==> src/rtl/sbank_pkg.sv <==
package sbank_pkg;
  localparam int REG_W = 5;
  localparam int CNT_W = $clog2(REG_W + 1);
  localparam int NUM_REGS = 4;
  localparam logic [REG_W-1:0] CTRL_RST = 5'h0C;

  typedef enum logic [1:0] {
    MIR_ONE_LO = 2'd0,
    MIR_ONE_HI = 2'd1,
    MIR_VERT   = 2'd2,
    MIR_HORZ   = 2'd3
  } mirror_e;

  typedef struct packed {
    logic             commit;
    logic             resetCtrl;
    logic [1:0]       sel;
    logic [REG_W-1:0] value;
  } strobe_t;
endpackage

==> src/rtl/sbank_ctrl_seq.sv <==
module sbank_ctrl_seq
  import sbank_pkg::*;
(
  input  logic        clk,
  input  logic        rst_n,
  input  logic [15:0] cpuAddr,
  input  logic [7:0]  cpuData,
  input  logic        cpuWr,
  output strobe_t     strobes
);
  logic             wrQual, prevQual, accept;
  logic [1:0]       region, lastRegion;
  logic             regionChg;
  logic [REG_W-1:0] shiftBuf, effBuf, nextBuf;
  logic [CNT_W-1:0] bitCnt, effCnt;
  logic             lastBit;

  assign wrQual    = cpuWr && cpuAddr[15];
  assign accept    = wrQual && !prevQual;
  assign region    = cpuAddr[14:13];
  assign regionChg = (region != lastRegion);
  assign effCnt    = regionChg ? '0 : bitCnt;
  assign effBuf    = regionChg ? '0 : shiftBuf;
  assign nextBuf   = effBuf | (REG_W'(cpuData[0]) << effCnt);
  assign lastBit   = (effCnt == CNT_W'(REG_W - 1));

  always_comb begin
    strobes.resetCtrl = accept && cpuData[7];
    strobes.commit    = accept && !cpuData[7] && lastBit;
    strobes.sel       = region;
    strobes.value     = nextBuf;
  end

  always_ff @(posedge clk) begin
    if (!rst_n) begin
      prevQual   <= 1'b0;
      lastRegion <= '0;
      shiftBuf   <= '0;
      bitCnt     <= '0;
    end else begin
      prevQual <= wrQual;
      if (accept) begin
        lastRegion <= region;
        if (cpuData[7] || lastBit) begin
          shiftBuf <= '0;
          bitCnt   <= '0;
        end else begin
          shiftBuf <= nextBuf;
          bitCnt   <= effCnt + 1'b1;
        end
      end
    end
  end

  // the count never reaches the register width
  assert_count_range_R2: assert property (@(posedge clk) disable iff (!rst_n)
    bitCnt < CNT_W'(REG_W));

  // a bit-7 write leaves the serial state empty
  assert_reset_clears_R3: assert property (@(posedge clk) disable iff (!rst_n)
    (wrQual && !prevQual && cpuData[7]) |=> (bitCnt == '0 && shiftBuf == '0));

  // the second of two back-to-back writes leaves the serial state alone
  assert_no_b2b_R5: assert property (@(posedge clk) disable iff (!rst_n)
    (wrQual && prevQual) |=> ($stable(bitCnt) && $stable(shiftBuf)));

  // no write strobe, no change
  assert_idle_hold_R1: assert property (@(posedge clk) disable iff (!rst_n)
    !wrQual |=> ($stable(bitCnt) && $stable(shiftBuf)));
endmodule

==> src/rtl/sbank_regs_dp.sv <==
module sbank_regs_dp
  import sbank_pkg::*;
#(
  parameter int PRG_W = 4,
  parameter int CHR_W = 5
) (
  input  logic             clk,
  input  logic             rst_n,
  input  strobe_t          strobes,
  output logic [PRG_W-1:0] prgBankLo,
  output logic [PRG_W-1:0] prgBankHi,
  output logic [CHR_W-1:0] chrBankLo,
  output logic [CHR_W-1:0] chrBankHi,
  output logic [1:0]       mirror
);
  localparam logic [PRG_W-1:0] PRG_LAST = '1;

  logic [REG_W-1:0] regFile [NUM_REGS];

  for (genvar i = 0; i < NUM_REGS; i++) begin : g_reg
    localparam logic [REG_W-1:0] RST_VAL = (i == 0) ? CTRL_RST : '0;
    always_ff @(posedge clk) begin
      if (!rst_n)
        regFile[i] <= RST_VAL;
      else if (strobes.commit && strobes.sel == 2'(i))
        regFile[i] <= strobes.value;
      else if (i == 0 && strobes.resetCtrl)
        regFile[i] <= regFile[i] | 5'h0C;
    end
  end

  logic [REG_W-1:0] ctrlReg;
  logic [PRG_W-1:0] prgSel;
  logic [CHR_W-1:0] chrLoSel, chrHiSel;

  assign ctrlReg  = regFile[0];
  assign prgSel   = PRG_W'(regFile[3]);
  assign chrLoSel = CHR_W'(regFile[1]);
  assign chrHiSel = CHR_W'(regFile[2]);

  always_comb begin
    mirror = ctrlReg[1:0];
    if (ctrlReg[4]) begin
      chrBankLo = chrLoSel;
      chrBankHi = chrHiSel;
    end else begin
      chrBankLo = {chrLoSel[CHR_W-1:1], 1'b0};
      chrBankHi = {chrLoSel[CHR_W-1:1], 1'b1};
    end
    if (!ctrlReg[3]) begin
      prgBankLo = {prgSel[PRG_W-1:1], 1'b0};
      prgBankHi = {prgSel[PRG_W-1:1], 1'b1};
    end else if (ctrlReg[2]) begin
      prgBankLo = prgSel;
      prgBankHi = PRG_LAST;
    end else begin
      prgBankLo = '0;
      prgBankHi = prgSel;
    end
  end

  // bit-7 write forces bits 3:2 and keeps the rest
  assert_ctrl_force_R3: assert property (@(posedge clk) disable iff (!rst_n)
    (strobes.resetCtrl && !strobes.commit) |=>
      (regFile[0][3:2] == 2'b11 && regFile[0][4] == $past(regFile[0][4])
       && regFile[0][1:0] == $past(regFile[0][1:0])));

  // registers move only on a commit or a bit-7 write
  assert_hold_R2: assert property (@(posedge clk) disable iff (!rst_n)
    (!strobes.commit && !strobes.resetCtrl) |=>
      ($stable(regFile[0]) && $stable(regFile[1]) && $stable(regFile[2]) && $stable(regFile[3])));

  // in 16 KB modes one window is always pinned
  assert_fixed_half_R9: assert property (@(posedge clk) disable iff (!rst_n)
    ctrlReg[3] |-> (prgBankHi == PRG_LAST || prgBankLo == '0));

  // 32 KB mode gives an even/odd pair
  assert_pair_R8: assert property (@(posedge clk) disable iff (!rst_n)
    !ctrlReg[3] |-> (prgBankHi == (prgBankLo | PRG_W'(1))));
endmodule

==> src/rtl/sbank_ctrl.sv <==
module sbank_ctrl #(
  parameter int PRG_W = 4,
  parameter int CHR_W = 5
) (
  input  logic             clk,
  input  logic             rst_n,
  input  logic [15:0]      cpuAddr,
  input  logic [7:0]       cpuData,
  input  logic             cpuWr,
  output logic [PRG_W-1:0] prgBankLo,
  output logic [PRG_W-1:0] prgBankHi,
  output logic [CHR_W-1:0] chrBankLo,
  output logic [CHR_W-1:0] chrBankHi,
  output logic [1:0]       mirror
);
  sbank_pkg::strobe_t strobes;

  sbank_ctrl_seq u_seq (
    .clk     (clk),
    .rst_n   (rst_n),
    .cpuAddr (cpuAddr),
    .cpuData (cpuData),
    .cpuWr   (cpuWr),
    .strobes (strobes)
  );

  sbank_regs_dp #(.PRG_W(PRG_W), .CHR_W(CHR_W)) u_dp (
    .clk       (clk),
    .rst_n     (rst_n),
    .strobes   (strobes),
    .prgBankLo (prgBankLo),
    .prgBankHi (prgBankHi),
    .chrBankLo (chrBankLo),
    .chrBankHi (chrBankHi),
    .mirror    (mirror)
  );
endmodule

==> config.mk <==
export PLATFORM = sky130hd
export DESIGN_NAME = sbank_ctrl
export DESIGN_NICKNAME = d
export VERILOG_FILES = /design/src/rtl/sbank_pkg.sv /design/src/rtl/sbank_ctrl_seq.sv /design/src/rtl/sbank_regs_dp.sv /design/src/rtl/sbank_ctrl.sv
export SDC_FILE = /design/constraint.sdc
export NUM_CORES = 1
export LEC_CHECK = 0
export ABC_CLOCK_PERIOD_IN_PS = 6000
export CAP_MARGIN = 10
export CORE_UTILIZATION = 24
export CTS_BUF_LIST = sky130_fd_sc_hd__clkbuf_4 sky130_fd_sc_hd__clkbuf_8
export CTS_CLUSTER_DIAMETER = 150
export CTS_CLUSTER_SIZE = 24
export DETAILED_ROUTE_END_ITERATION = 8
export DONT_BUFFER_PORTS = 1
export SYNTH_ARGS = -nofsm -noshare
export SYNTH_HDL_FRONTEND = slang
export SYNTH_SLANG_ARGS = --single-unit
==> constraint.sdc <==
create_clock -name clk -period 6 [get_ports clk]
set_input_delay 0.6 -clock clk [delete_from_list [all_inputs] [get_ports clk]]
set_output_delay 0.6 -clock clk [all_outputs]
set_load 0.02 [all_outputs]
Yosys cells after proc, flatten, opt, wreduce, memory -nomap -nowiden --
Memories as Yosys holds them, arrays and structs flattened. Index checks and enable logic that the tools add are counted. W data, S select, Z words.
Storage, ports and cells: bits in registers 11, latch bits 0, bits in writable memories 20, bits in read-only memories 0, input port bits 27, output and inout port bits 20, word-level logic and storage cells 63, memories 1
Memories:
- u_dp.regFile | depth 4, bits a word 5, read ports 4, clocked after memory_dff 0, wr ports 4, RTL line sbank_regs_dp.sv:18 | logic [REG_W-1:0] regFile [NUM_REGS];
Cells by class: add/subtract/negate cells 1, multipliers 0, div/mod/pow operators 0, magnitude comparators 0, equality and inequality tests 5, shift operators 1, multiplexer cells 32, bitwise operators 6, reduce and logical (&&, ||, !) cells 13
Operators by type and width (number):
- $mux W5 | 8
- $mux W1 | 18
- $mux W4 | 4
- $logic_and A1 B1 Y1 | 9
- $mux W3 | 2
- $or A1 B1 Y1 | 5
- $or A5 B5 Y5 | 1
- $shl A1 B3 Y5 | 1
- $eq A2 B2 Y1 const B | 2
- $add A3 B1 Y3 const B | 1
- $eq A3 B3 Y1 const B | 1
- $eq A2 B1 Y1 const B | 1
- $logic_not A1 Y1 | 2
- $logic_not A2 Y1 | 1
- $ne A2 B2 Y1 | 1
- $logic_or A1 B1 Y1 | 1

Depth between registers and ports, before layout --
Gate-level depths: netlist (run 1).
depth in word-level cells 10, gate-level depth with buffers 9

Hierarchy --
Synthesis (run 1) repeated with hierarchy kept, for this count alone.
Second synthesis, totals: cells, all modules 152, area total of the unflattened synthesis 1512.7 µm²
By module, submodules not included:
- sbank_regs_dp | instances 1, cells each 79, area an instance 920.9 µm², sequential area each 570.5 µm²
- sbank_ctrl_seq | instances 1, cells each 73, area an instance 591.8 µm², sequential area each 220.2 µm²

Worst setup path before layout (run 1) --
Ideal clock, no wire load.
path kind input port to flip-flop, start point input cpuAddr[14], end point register u_seq.bitCnt[0], library setup time 0.066 ns, arrival 2.210 ns, data required time 5.934 ns, setup slack 3.724 ns, stages on the path 8, buffers on the path 0, cell sequence xor2_1 -> nor2_1 -> nand2_1 -> ha_1 -> and2_2 -> a311o_1 -> or2_1 -> a21oi_2
On the way: word-level cells in the longest chain between the ends 5
Ends and longest elaborated chain:
- start, declared | RTL line sbank_ctrl.sv:7 | input logic [15:0] cpuAddr,
- $ne A2 B2 Y1 * | RTL line sbank_ctrl_seq.sv:21 | assign regionChg = (region != lastRegion);
- $mux W3 * | RTL line sbank_ctrl_seq.sv:22 | assign effCnt = regionChg ? '0 : bitCnt;
- parallel branches: the longest is 2 deep, another holds $add A3 B1 Y3
- $mux W3 * | RTL line sbank_ctrl_seq.sv:44 | if (cpuData[7] || lastBit) begin
- end signal, assigned | RTL line sbank_ctrl_seq.sv:49 | bitCnt <= effCnt + 1'b1;
- end, declared | RTL line sbank_ctrl_seq.sv:15 | logic [CNT_W-1:0] bitCnt, effCnt;
Every way passes the cells marked *. A chain may end at the register's enable or synchronous reset.

==> results of run 1 <==
[cells by family after synthesis]
logic type / share of synthesized area (%)
adders and majority gates: 1.61
xor gates and xnor gates: 3.22
and+or+nand+nor: 26.0
muxes: 2.90
DFF: 50.9
buffers and inverters: 5.08
AOI/OAI and AO/OA: 10.2
[flip-flops by register name (all words and copies together) (netlist names)]
| name | count |
|---|---|
| u_seq.shiftBuf | 5 |
| u_dp.regFile | 19 |
| u_seq.prevQual | 1 |
| u_seq.bitCnt | 3 |
| u_seq.lastRegion | 2 |
[final cells by class]
cell class	count	share of cell area, %
clock buffer	5	4.11
clock inverter	3	0.971
multi-input combinational	109	40.8
inverter	6	1.34
sequential	30	47.2
tap	75	5.60
[where the power goes]
group	internal [uW]	switching, uW	total [uW]
clock	79.2	78.0	157
sequential	224	5.37	230
combinational	8.67	18.4	27.0
[placed cells by master (no fill, tap or decap), drive strengths merged, types with 6 or more instances in the layout]
cell | Yosys | final
a21oi | 6 | 6
and2 | 9 | 9
dfxtp | 11 | 11
edfxtp | 19 | 19
inv | 6 | 6
nand2 | 12 | 12
nand2b | 6 | 6
nor2 | 22 | 22
o21ai | 9 | 9
[through the flow]
step	cell area [um^2]	power, uW	std cells
5_1_grt	1680	430	228
3_5_place_dp	1590	261	220
4_1_cts	1680	418	228
2_1_floorplan	1550	258	153
3_3_place_gp	1590	261	220
6_report	1680	414	228
[per-layer routing]
layer,track usage [%],vias to the layer above,wire length (um)
li1,-,544,-
met1,12.3,487,1440
met2,17.4,21,1530
met3,4.84,6,221
met4,4.21,0,44
met5,0,-,0
[worst paths after layout]
kind                                          from                                to  slack, ns
setup reg to reg  u_seq.lastRegion[1]$_SDFFE_PN0N_  u_dp.regFile[2][0]$_SDFFCE_PN0P_       3.56
hold reg to reg     u_seq.shiftBuf[0]$_SDFFE_PN0N_    u_seq.shiftBuf[0]$_SDFFE_PN0N_       0.48
setup / recovery  u_seq.lastRegion[1]$_SDFFE_PN0N_  u_dp.regFile[2][0]$_SDFFCE_PN0P_       3.56
hold / removal                               rst_n    u_seq.shiftBuf[4]$_SDFFE_PN0N_       0.43
==> summary.md, run 1 <==
| Metric | Value |
|---|---|
| Top cells by area, synth | `edfxtp_1 (37%), dfxtp_1 (14%), nor2_1 (5.3%), buf_4 (3.4%), and2_1 (3.2%)` |
| Relative slew slack | `44.7%` |
| # diodes | `0` |
| Post-synth top area share | `between 30% and 40%` |
| Worst-case reg-to-reg path depth | `7` |
| # fillers | `about 680` |
| CP bufs+invs | `0` |
| Number of clock sinks | `30` |
| RSZ-0062 raised after global routing | `no` |
| Crit-path cells | `xor2_1 > nor2_1 > nand2_1 > ha_1 > and2_2 > nand4_1 > o21ai_0` |
| Total track usage | `10.7%` |
| Top-count cell post-synth | `nor2_1` |
| Number of flops mapped to enable cells by yosys | `19` |
| Top_reg_cell synth | `edfxtp_1` |
| TritonCTS clock tree | `done` |
| Sequential cell area fraction in the yosys report | `50.9%` |
| Post-CTS Resized | `0` |
| Worst IR drop on VDD | `about 110 uV` |
| Outcome | `completed` |
| Die W | `~80 um` |
| Register area | `791 um^2` |
| YS warnings | `0` |
| WHS | `0.431 ns` |
| Critical Path AT | `2.36 ns` |
| Antenna violations before repair | `0` |
| Tmin final | `between 2 and 2.5 ns` |
| Port Buffers | `0` |
| DR WL/cell | `between 10 and 15 um` |
| WP depth | `7` |
| Crit-path max cell delay | `about 0.70 ns` |
| Post-layout util | `between 20% and 30%` |
| Mapped Avg Cell Area | `10.1 um^2` |
| Row cnt | `28` |
| Slew Viols, Final | `0` |
| Largest net degree at the start of global routing | `17` |
| Async S/R FF share, synth | `0%` |
| PD cells | `between 200 and 250 mW/mm^2` |
| Worst-Skew Late Latency | `0.29 ns` |
| Crit Path Class | `reg -> reg` |
| Setup ws final | `approximately 3.6 ns` |
| Final worst path period share | `40.7%` |
| Netlist cell types | `38` |
| DR iter-0 viols | `39` |
| Vias in the first global route | `1027` |
| H-tree depth | `2` |
| Routed vias/inst | `4.64` |
| IO Count | `47` |
| DRT Wirelength | `around 3.2 mm` |
| DIE AREA | `a little under 0.007 mm^2` |
| Crit end category | `flop` |
| Final hold vios | `0` |
| Pre-antenna DRT Iters | `4` |
| Vias | `between 1000 and 1500` |
| Hold Crit Class | `in -> reg` |
| Synthesis-to-finish area growth | `7.90%` |
| Post-Synthesis Cells | `approximately 150` |
| TNS Setup | `0 ns` |
| Worst Skew | `0.00806 ns` |
| CTS Buf Count | `5` |
| Critical path fanouts, max | `5` |
| Combined area of the multi-input logic cells | `~680 um^2` |
| Clock root buffer | `clkbuf_8` |
| Slew of the pin with the lowest slew margin | `between 0.8 and 0.9 ns` |
| Dpl ws | `3.37 ns` |
| Post-CTS setup buffer count | `0` |
| Share of cells above drive strength 1 | `a little under an eighth` |
| Core Box Area | `0.00610 mm^2` |
| WP data required | `~5.9 ns` |
| Cts hold-fix bufs | `0` |
| Synth area leader | `edfxtp_1` |
| Gpl congestion | `about 0.8` |
| Total gr overflow | `0` |
| Final ANT Viol Nets | `0` |
| Slowest cell on crit path | `o21ai_0` |
| Post-synth top cells | `nor2_1 (22), edfxtp_1 (19), nand2_1 (12)` |
| First-pass GRT wire length | `roughly 5.2 mm` |
| Critical path's top delay family | `compound AO/OA/AOI/OAI gates` |
| Mapped cell area | `around 0.0016 mm^2` |
| WHS Path Cells | `1` |
| FMAX | `a little over 0.4 GHz` |
| CTS max path bufs | `2` |
| Pleak | `between 0.0005 and 0.0006 uW` |
| Clk slew on worst S/H paths | `0.07 ns` |
| Initial Utilization | `about a quarter` |
| Final setup fails | `0` |
| Fin nets | `181` |
| Die height | `about 82 um` |
| DPL Wire Length | `between 2 and 2.5 mm` |
| Syn Nets | `~180` |
| Yosys reg bits | `30` |
| DRC errors left | `0` |
| Max Cap Viol | `0` |
| Worst setup SP type | `flop` |
Note: power is estimated with default switching activity, not from simulation.
==> inputs of run 2 (changes only) <==
--- a/config.mk
+++ b/config.mk
@@ -5,7 +5,8 @@
 export SDC_FILE = /design/constraint.sdc
 export NUM_CORES = 1
 export LEC_CHECK = 0
-export ABC_CLOCK_PERIOD_IN_PS = 6000
+export ABC_AREA = 1
+export ABC_CLOCK_PERIOD_IN_PS = 2100
 export CAP_MARGIN = 10
 export CORE_UTILIZATION = 24
 export CTS_BUF_LIST = sky130_fd_sc_hd__clkbuf_4 sky130_fd_sc_hd__clkbuf_8
==> constraint.sdc (replaced) <==
create_clock -name clk -period 2.1 [get_ports clk]
set_input_delay 0.21 -clock clk [delete_from_list [all_inputs] [get_ports clk]]
set_output_delay 0.21 -clock clk [all_outputs]
set_load 0.02 [all_outputs]
==> run 2 against run 1 <==
Net effect: worst setup slack worse by 3.3 ns; synthesized cell count up 18%; clock skew down 0.0014 ns; clock power rose to 2.9 times the previous value; via count up 4.1%; die area down 1.2%; largest cell class unchanged.
==> summary.md, run 2 <==
| Metric | Value |
|---|---|
| Yosys reg bits | `30` |
| Multiplexer area fraction after synthesis | `between 2 and 3%` |
| Reg-to-Reg Start | `u_seq.lastRegion[1]$_SDFFE_PN0N_` |
| Worst-case reg-to-reg path depth | `9` |
| Total track usage | `9.99%` |
| Post-Synth XOR/XNOR Area | `1.63%` |
| Share of cells above drive strength 1 | `a little over a tenth` |
| RSZ-0062 raised after global routing | `no` |
| CTS max path bufs | `2` |
| Worst setup SP type | `flop` |
| Number of clock sinks | `30` |
| Setup ws final | `0.275 ns` |
| Worst Skew | `approximately 0.0067 ns` |
| Sequential cell area fraction in the yosys report | `51.5%` |
| Final hold vios | `0` |
| Max FFs per register | `19` |
| Post-CTS setup buffer count | `0` |
| Most used cell along the critical path | `nand2_1` |
| Row cnt | `28` |
| Slew of the pin with the lowest slew margin | `around 0.45 ns` |
| Post-synth top area share | `between 30% and 40%` |
| Combined area of the multi-input logic cells | `between 500 and 600 um^2` |
| Largest Register | `u_dp.regFile` |
| Cts hold-fix bufs | `0` |
| Mapped Avg Cell Area | `between 8 and 9 um^2` |
| Pre-antenna DRT Iters | `4` |
| DR WL/cell | `between 10 and 15 um` |
| Slew Viols, Final | `0` |
| # diodes | `0` |
| DR iter-0 viols | `56` |
| Crit path launch | `u_seq.lastRegion[1]$_SDFFE_PN0N_` |
| Die height | `between 80 and 90 um` |
| Outcome | `completed` |
| Port Buffers | `0` |
| Worst Setup EP | `u_dp.regFile[2][1]$_SDFFCE_PN0P_` |
| Placed cells | `about 250` |
| PD cells | `712 mW/mm^2` |
| Crit Path Class | `reg -> reg` |
| Main combinational cell family by area after synthesis | `simple AND/OR/NAND/NOR gates` |
| Final ANT Viol Nets | `0` |
| Top_reg_cell synth | `edfxtp_1` |
| Fin nets | `about 210` |
| Clock root buffer | `clkbuf_8` |
| Max Cap Viol | `0` |
| Relative slew slack | `69.8%` |
| DPL Wire Length | `2.23 mm` |
| Post-Synthesis Cells | `180` |
| Clk slew on worst S/H paths | `approximately 0.070 ns` |
| CTS Buf Count | `5` |
| Worst-Skew Late Latency | `0.29 ns` |
| Final setup fails | `0` |
| First-pass GRT wire length | `roughly 4.9 mm` |
| Synthesis-to-finish area growth | `8.24%` |
| DRT Wirelength | `between 2 and 3 mm` |
| # fillers | `approximately 670` |
| Critical path fanouts, max | `7` |
| Largest regs | `u_dp.regFile x19, u_seq.shiftBuf x5, u_seq.bitCnt x3` |
| Synth Area in Adders | `1.63%` |
| Hold Crit Class | `in -> reg` |
| Crit-path max cell delay | `roughly 0.33 ns` |
| Initial Utilization | `25.5%` |
| Top cells by area, synth | `edfxtp_1 (37%), dfxtp_1 (14%), nand2_1 (12%), nor2_1 (6.9%), inv_1 (5.6%)` |
| Number of flops mapped to enable cells by yosys | `19` |
| DRC errors left | `0` |
| Routed vias/inst | `4.30` |
| Gpl congestion | `about 0.75` |
| Netlist cell types | `25` |
| Syn Nets | `about 210` |
| CP bufs+invs | `1` |
| Post-synth top cells | `nand2_1 (47), nor2_1 (28), inv_1 (23)` |
| YS warnings | `0` |
| TritonCTS clock tree | `done` |
| WP data required | `~2.1 ns` |
| Total gr overflow | `0` |
| Post-layout util | `27.6%` |
| WHS Path Cells | `1` |
| Vias in the first global route | `~1000` |
| Largest net degree at the start of global routing | `13` |
| Commonest non-fill, non-tap cell in the layout | `nand2_1` |
| Critical path's top delay family | `simple AND/OR/NAND/NOR gates` |
| Tmin final | `approximately 1.8 ns` |
| Antenna violations before repair | `0` |
| TNS Setup | `0 ns` |
| Core Box Area | `about 0.006 mm^2` |
| Die W | `between 80 and 90 um` |
| Top-count cell post-synth | `nand2_1` |
| Synth area leader | `edfxtp_1` |
| Commonest non-fill, non-tap cells in the layout | `nand2_1 (47), nor2_1 (28), inv_1 (23)` |
| Fin cells | `between 200 and 300` |
| Mapped cell area | `0.00153 mm^2` |
| Final worst path period share | `86.9%` |
| Crit-path cells | `inv_1 > nand2_1 > nand2_1 > nand3_1 > ha_1 > nand3_4 > nor2_4 > nand3_1 > nand2_1` |
| DIE AREA | `approximately 0.0067 mm^2` |
| Dpl ws | `about 0.27 ns` |
| Async S/R FF share, synth | `0%` |
| Register area | `~790 um^2` |
| Slowest cell on crit path | `dfxtp_1` |
| Post-CTS Resized | `0` |
| FMAX | `about 0.55 GHz` |
| Worst IR drop on VDD | `404 uV` |
| Pleak | `between 0.0006 and 0.0007 uW` |
| R2R Setup Slk | `0.28 ns` |
| WP depth | `9` |
| Vias | `between 1000 and 1500` |
| H-tree depth | `2` |
| Area fraction in compound gates after synthesis | `approximately 5.5%` |
| Crit end category | `flop` |
| FF-to-FF End | `u_dp.regFile[2][1]$_SDFFCE_PN0P_` |
| Critical Path AT | `between 1.5 and 2 ns` |
| IO Count | `47` |
| Simple-gate share of the synthesized area | `around a quarter` |
==> run 2: cell families (layout without fill, tap and decap cells) <==
kind of cell | count (synthesis) | in the layout
AO/OA/AOI/OAI | 16 | 16
XOR/XNOR | 2 | 2
adder cells (fa/ha/maj) | 2 | 2
buffers and inverters | 33 | 34
flip-flops | 30 | 30
multiplexers | 4 | 4
AND/OR/NAND/NOR | 93 | 93
==> run 2: through the flow <==
stage	hold slack (ns)	total power [uW]	area, um^2
after floorplan	0.339	735	1530
after global placement	0.337	741	1580
after detailed placement	0.338	743	1580
after CTS	0.0373	1190	1660
after global routing	0.0471	1220	1660
final	0.0456	1180	1660
==> run 2: final cells by class <==
cell class                      instances  share of cell area, %
Timing Repair Buffer                    1                  0.452
Inverter                               25                   5.65
Clock buffer                            5                   4.14
Sequential cell                        30                   47.6
Tap cell                               75                   5.65
Clock inverter                          3                  0.980
Multi-Input combinational cell        117                   35.5
==> run 2: worst min-delay path by stage <==
stage | startpoint | end | slack (ns)
floorplan | cpuAddr[15] | u_seq.prevQual$_SDFF_PN0_ | 0.34
global placement | rst_n | u_seq.lastRegion[1]$_SDFFE_PN0N_ | 0.34
detailed placement | rst_n | u_seq.lastRegion[1]$_SDFFE_PN0N_ | 0.34
CTS | rst_n | u_seq.lastRegion[1]$_SDFFE_PN0N_ | 0.04
global route | rst_n | u_seq.lastRegion[1]$_SDFFE_PN0N_ | 0.05
finish | rst_n | u_seq.lastRegion[1]$_SDFFE_PN0N_ | 0.05
==> run 2: routing by layer <==
layer,vias up,global-route usage (%),share of wire (%)
li1,573,-,-
met1,499,11.2,49
met4,0,3.16,0.27
met3,2,4.89,5.3
met2,27,16.4,45
met5,-,0,0
==> run 2: where the power goes <==
part | internal (uW) | switching [uW]
clock | 226 | 226
combinational | 19.2 | 56.8
sequential | 641 | 12.7
total | 886 | 295
==> inputs of run 3 (changes only) <==
--- a/config.mk
+++ b/config.mk
@@ -8,12 +8,15 @@
 export ABC_AREA = 1
 export ABC_CLOCK_PERIOD_IN_PS = 2100
 export CAP_MARGIN = 10
+export CELL_PAD_IN_SITES_DETAIL_PLACEMENT = 2
+export CELL_PAD_IN_SITES_GLOBAL_PLACEMENT = 2
 export CORE_UTILIZATION = 24
 export CTS_BUF_LIST = sky130_fd_sc_hd__clkbuf_4 sky130_fd_sc_hd__clkbuf_8
 export CTS_CLUSTER_DIAMETER = 150
 export CTS_CLUSTER_SIZE = 24
 export DETAILED_ROUTE_END_ITERATION = 8
 export DONT_BUFFER_PORTS = 1
+export PLACE_DENSITY_LB_ADDON = 0.1
 export SYNTH_ARGS = -nofsm -noshare
 export SYNTH_HDL_FRONTEND = slang
 export SYNTH_SLANG_ARGS = --single-unit
==> run 3 against run 2 <==
Net effect: critical path depth unchanged; cell count unchanged; sequential power is essentially flat; die area stayed put; critical endpoint is now u_dp.regFile[2][4]$_SDFFCE_PN0P_; largest power group unchanged; highest routed layer unchanged.
==> summary.md, run 3 (synthesis results as in run 2) <==
| Metric | Value |
|---|---|
| Final instance area | `between 0.0015 and 0.002 mm^2` |
| Vias in the first global route | `around 1300` |
| IO Count | `47` |
| TNS Setup | `0 ns` |
| Max FFs per register | `19` |
| Register area | `791 um^2` |
| Final ANT Viol Nets | `0` |
| Max Cap Viol | `0` |
| Largest regs | `u_dp.regFile x19, u_seq.shiftBuf x5, u_seq.bitCnt x3` |
| DR WL/cell | `approximately 15 um` |
| Worst Hold End | `u_seq.prevQual$_SDFF_PN0_` |
| Commonest non-fill, non-tap cell in the layout | `nand2_1` |
| Comb pwr share | `6.8%` |
| Initial Utilization | `roughly 25%` |
| Hold Crit Class | `in -> reg` |
| Clock root buffer | `clkbuf_8` |
| Critical path fanouts, max | `7` |
| Worst-case reg-to-reg path depth | `9` |
| Commonest non-fill, non-tap cells in the layout | `nand2_1 (46), nor2_1 (28), inv_1 (23)` |
| Largest Register | `u_dp.regFile` |
| Final setup fails | `0` |
| # fillers | `a little over 700` |
| Clk slew on worst S/H paths | `about 0.07 ns` |
| DR iter-0 viols | `19` |
| Pleak | `0.000642 uW` |
| Outcome | `completed` |
| # diodes | `0` |
| Slew Viols, Final | `0` |
| Crit Path Class | `reg -> reg` |
| Antenna violations before repair | `0` |
| CTS Buf Count | `5` |
| Crit-path max cell delay | `0.33 ns` |
| Critical Path AT | `approximately 1.8 ns` |
| Switch Pwr | `~300 uW` |
| Vias | `1158` |
| RSZ-0062 raised after global routing | `no` |
| Share of cells above drive strength 1 | `a little under an eighth` |
| Final hold vios | `0` |
| H-tree depth | `2` |
| Row cnt | `28` |
| FMAX | `roughly 0.54 GHz` |
| WP data required | `around 2.1 ns` |
| Crit end category | `flop` |
| DIE AREA | `0.00671 mm^2` |
| Port Buffers | `0` |
| WHS Path Cells | `2` |
| Slew of the pin with the lowest slew margin | `between 0.4 and 0.5 ns` |
| Worst-Skew Late Latency | `0.28 ns` |
| Fin nets | `about 210` |
| Number of clock sinks | `30` |
| CTS max path bufs | `2` |
| Post-layout util | `between 20 and 30%` |
| Power share of the clock group | `a little under two fifths` |
| Gpl congestion | `between 0.7 and 0.8` |
| DPL Wire Length | `a little under 3 mm` |
| FF-to-FF End | `u_dp.regFile[2][4]$_SDFFCE_PN0P_` |
| Seq pwr share | `~55%` |
| TritonCTS clock tree | `done` |
| Die W | `about 82 um` |
| DRT Wirelength | `3.83 mm` |
| Routed vias/inst | `about 4.5` |
| Post-CTS Resized | `0` |
| Post-CTS setup buffer count | `0` |
| R2R Setup Slk | `~0.25 ns` |
| Synthesis-to-finish area growth | `8.73%` |
| Total track usage | `13.0%` |
| Pre-antenna DRT Iters | `4` |
| Total gr overflow | `0` |
| DP Area | `around 0.0016 mm^2` |
| Relative slew slack | `69.6%` |
| Worst setup SP type | `flop` |
| Final worst path period share | `between 80% and 90%` |
| Die height | `between 80 and 90 um` |
| Combined area of the multi-input logic cells | `~600 um^2` |
| Sw frac | `between 20% and 30%` |
| Slowest cell on crit path | `dfxtp_1` |
| First-pass GRT wire length | `6.38 mm` |
| Worst IR drop on VDD | `roughly 180 uV` |
| DRC errors left | `0` |
| Crit-path cells | `inv_1 > nand2_1 > nand2_1 > nand3_1 > ha_1 > nand3_4 > nor2_4 > nand3_1 > nand2_2` |
| Reg-to-Reg Start | `u_seq.lastRegion[1]$_SDFFE_PN0N_` |
| Largest net degree at the start of global routing | `13` |
| Cts hold-fix bufs | `0` |
| Worst Skew | `0.00363 ns` |
| Tmin final | `approximately 1.9 ns` |
| PD cells | `~710 mW/mm^2` |
| Hold Path Origin | `cpuAddr[15]` |
| Crit path launch | `u_seq.lastRegion[1]$_SDFFE_PN0N_` |
| Core Box Area | `roughly 0.0060 mm^2` |
| P_int | `about 900 uW` |
==> run 3: final cells by class <==
type                    instances  area share (%)
clock buffers                   5            4.13
flip-flops and latches         30            47.4
well taps                      75            5.63
clock inverters                 3           0.975
repair buffers                  1           0.450
multi-input cells             117            35.8
inverters                      25            5.63
==> run 3: power groups by stage <==
stage / Clock (uW) / Sequential, uW / Combinational (uW)
floorplan: 0 / 658 / 76.3
global placement: 0 / 666 / 79.4
detailed placement: 0 / 667 / 81.0
CTS: 467 / 654 / 81.6
global route: 497 / 655 / 90.4
finish: 449 / 654 / 80.3
==> run 3: metal layers <==
layer,vias up,global-route usage (%),routed length (um)
li1,568,-,-
met1,561,14.2,1630
met2,23,23.9,2000
met3,6,3.78,156
met4,0,4.21,50
met5,-,0,0
==> run 3: worst max-delay path: cells and delay by family (launching register included) <==
kind                       cells  cell delay (ns)
and+or+nand+nor                7             0.94
adders and majority gates      1             0.21
DFF                            1             0.33
buffers and inverters          1             0.06
==> run 3: how the worst max path moves through the flow <==
stage / endpoint / slack (ns) / depth (start not counted)
6_report: u_dp.regFile[2][4]$_SDFFCE_PN0P_ / 0.25 / 9
5_1_grt: u_dp.regFile[0][3]$_SDFFCE_PP1P_ / 0.02 / 10
4_1_cts: u_dp.regFile[2][1]$_SDFFCE_PN0P_ / 0.12 / 9
3_5_place_dp: u_dp.regFile[2][4]$_SDFFCE_PN0P_ / 0.13 / 9
3_3_place_gp: u_dp.regFile[2][4]$_SDFFCE_PN0P_ / 0.20 / 9
2_1_floorplan: u_dp.regFile[2][0]$_SDFFCE_PN0P_ / 0.42 / 9
==> run 3: stage by stage <==
stage          total power [uW]  instances  setup WS, ns  hold slack (ns)
2_1_floorplan               735        180         0.421            0.339
3_3_place_gp                746        248         0.197            0.336
3_5_place_dp                748        248         0.131            0.354
4_1_cts                    1200        256         0.121           0.0504
5_1_grt                    1240        256        0.0249           0.0505
6_report                   1180        256         0.248           0.0563
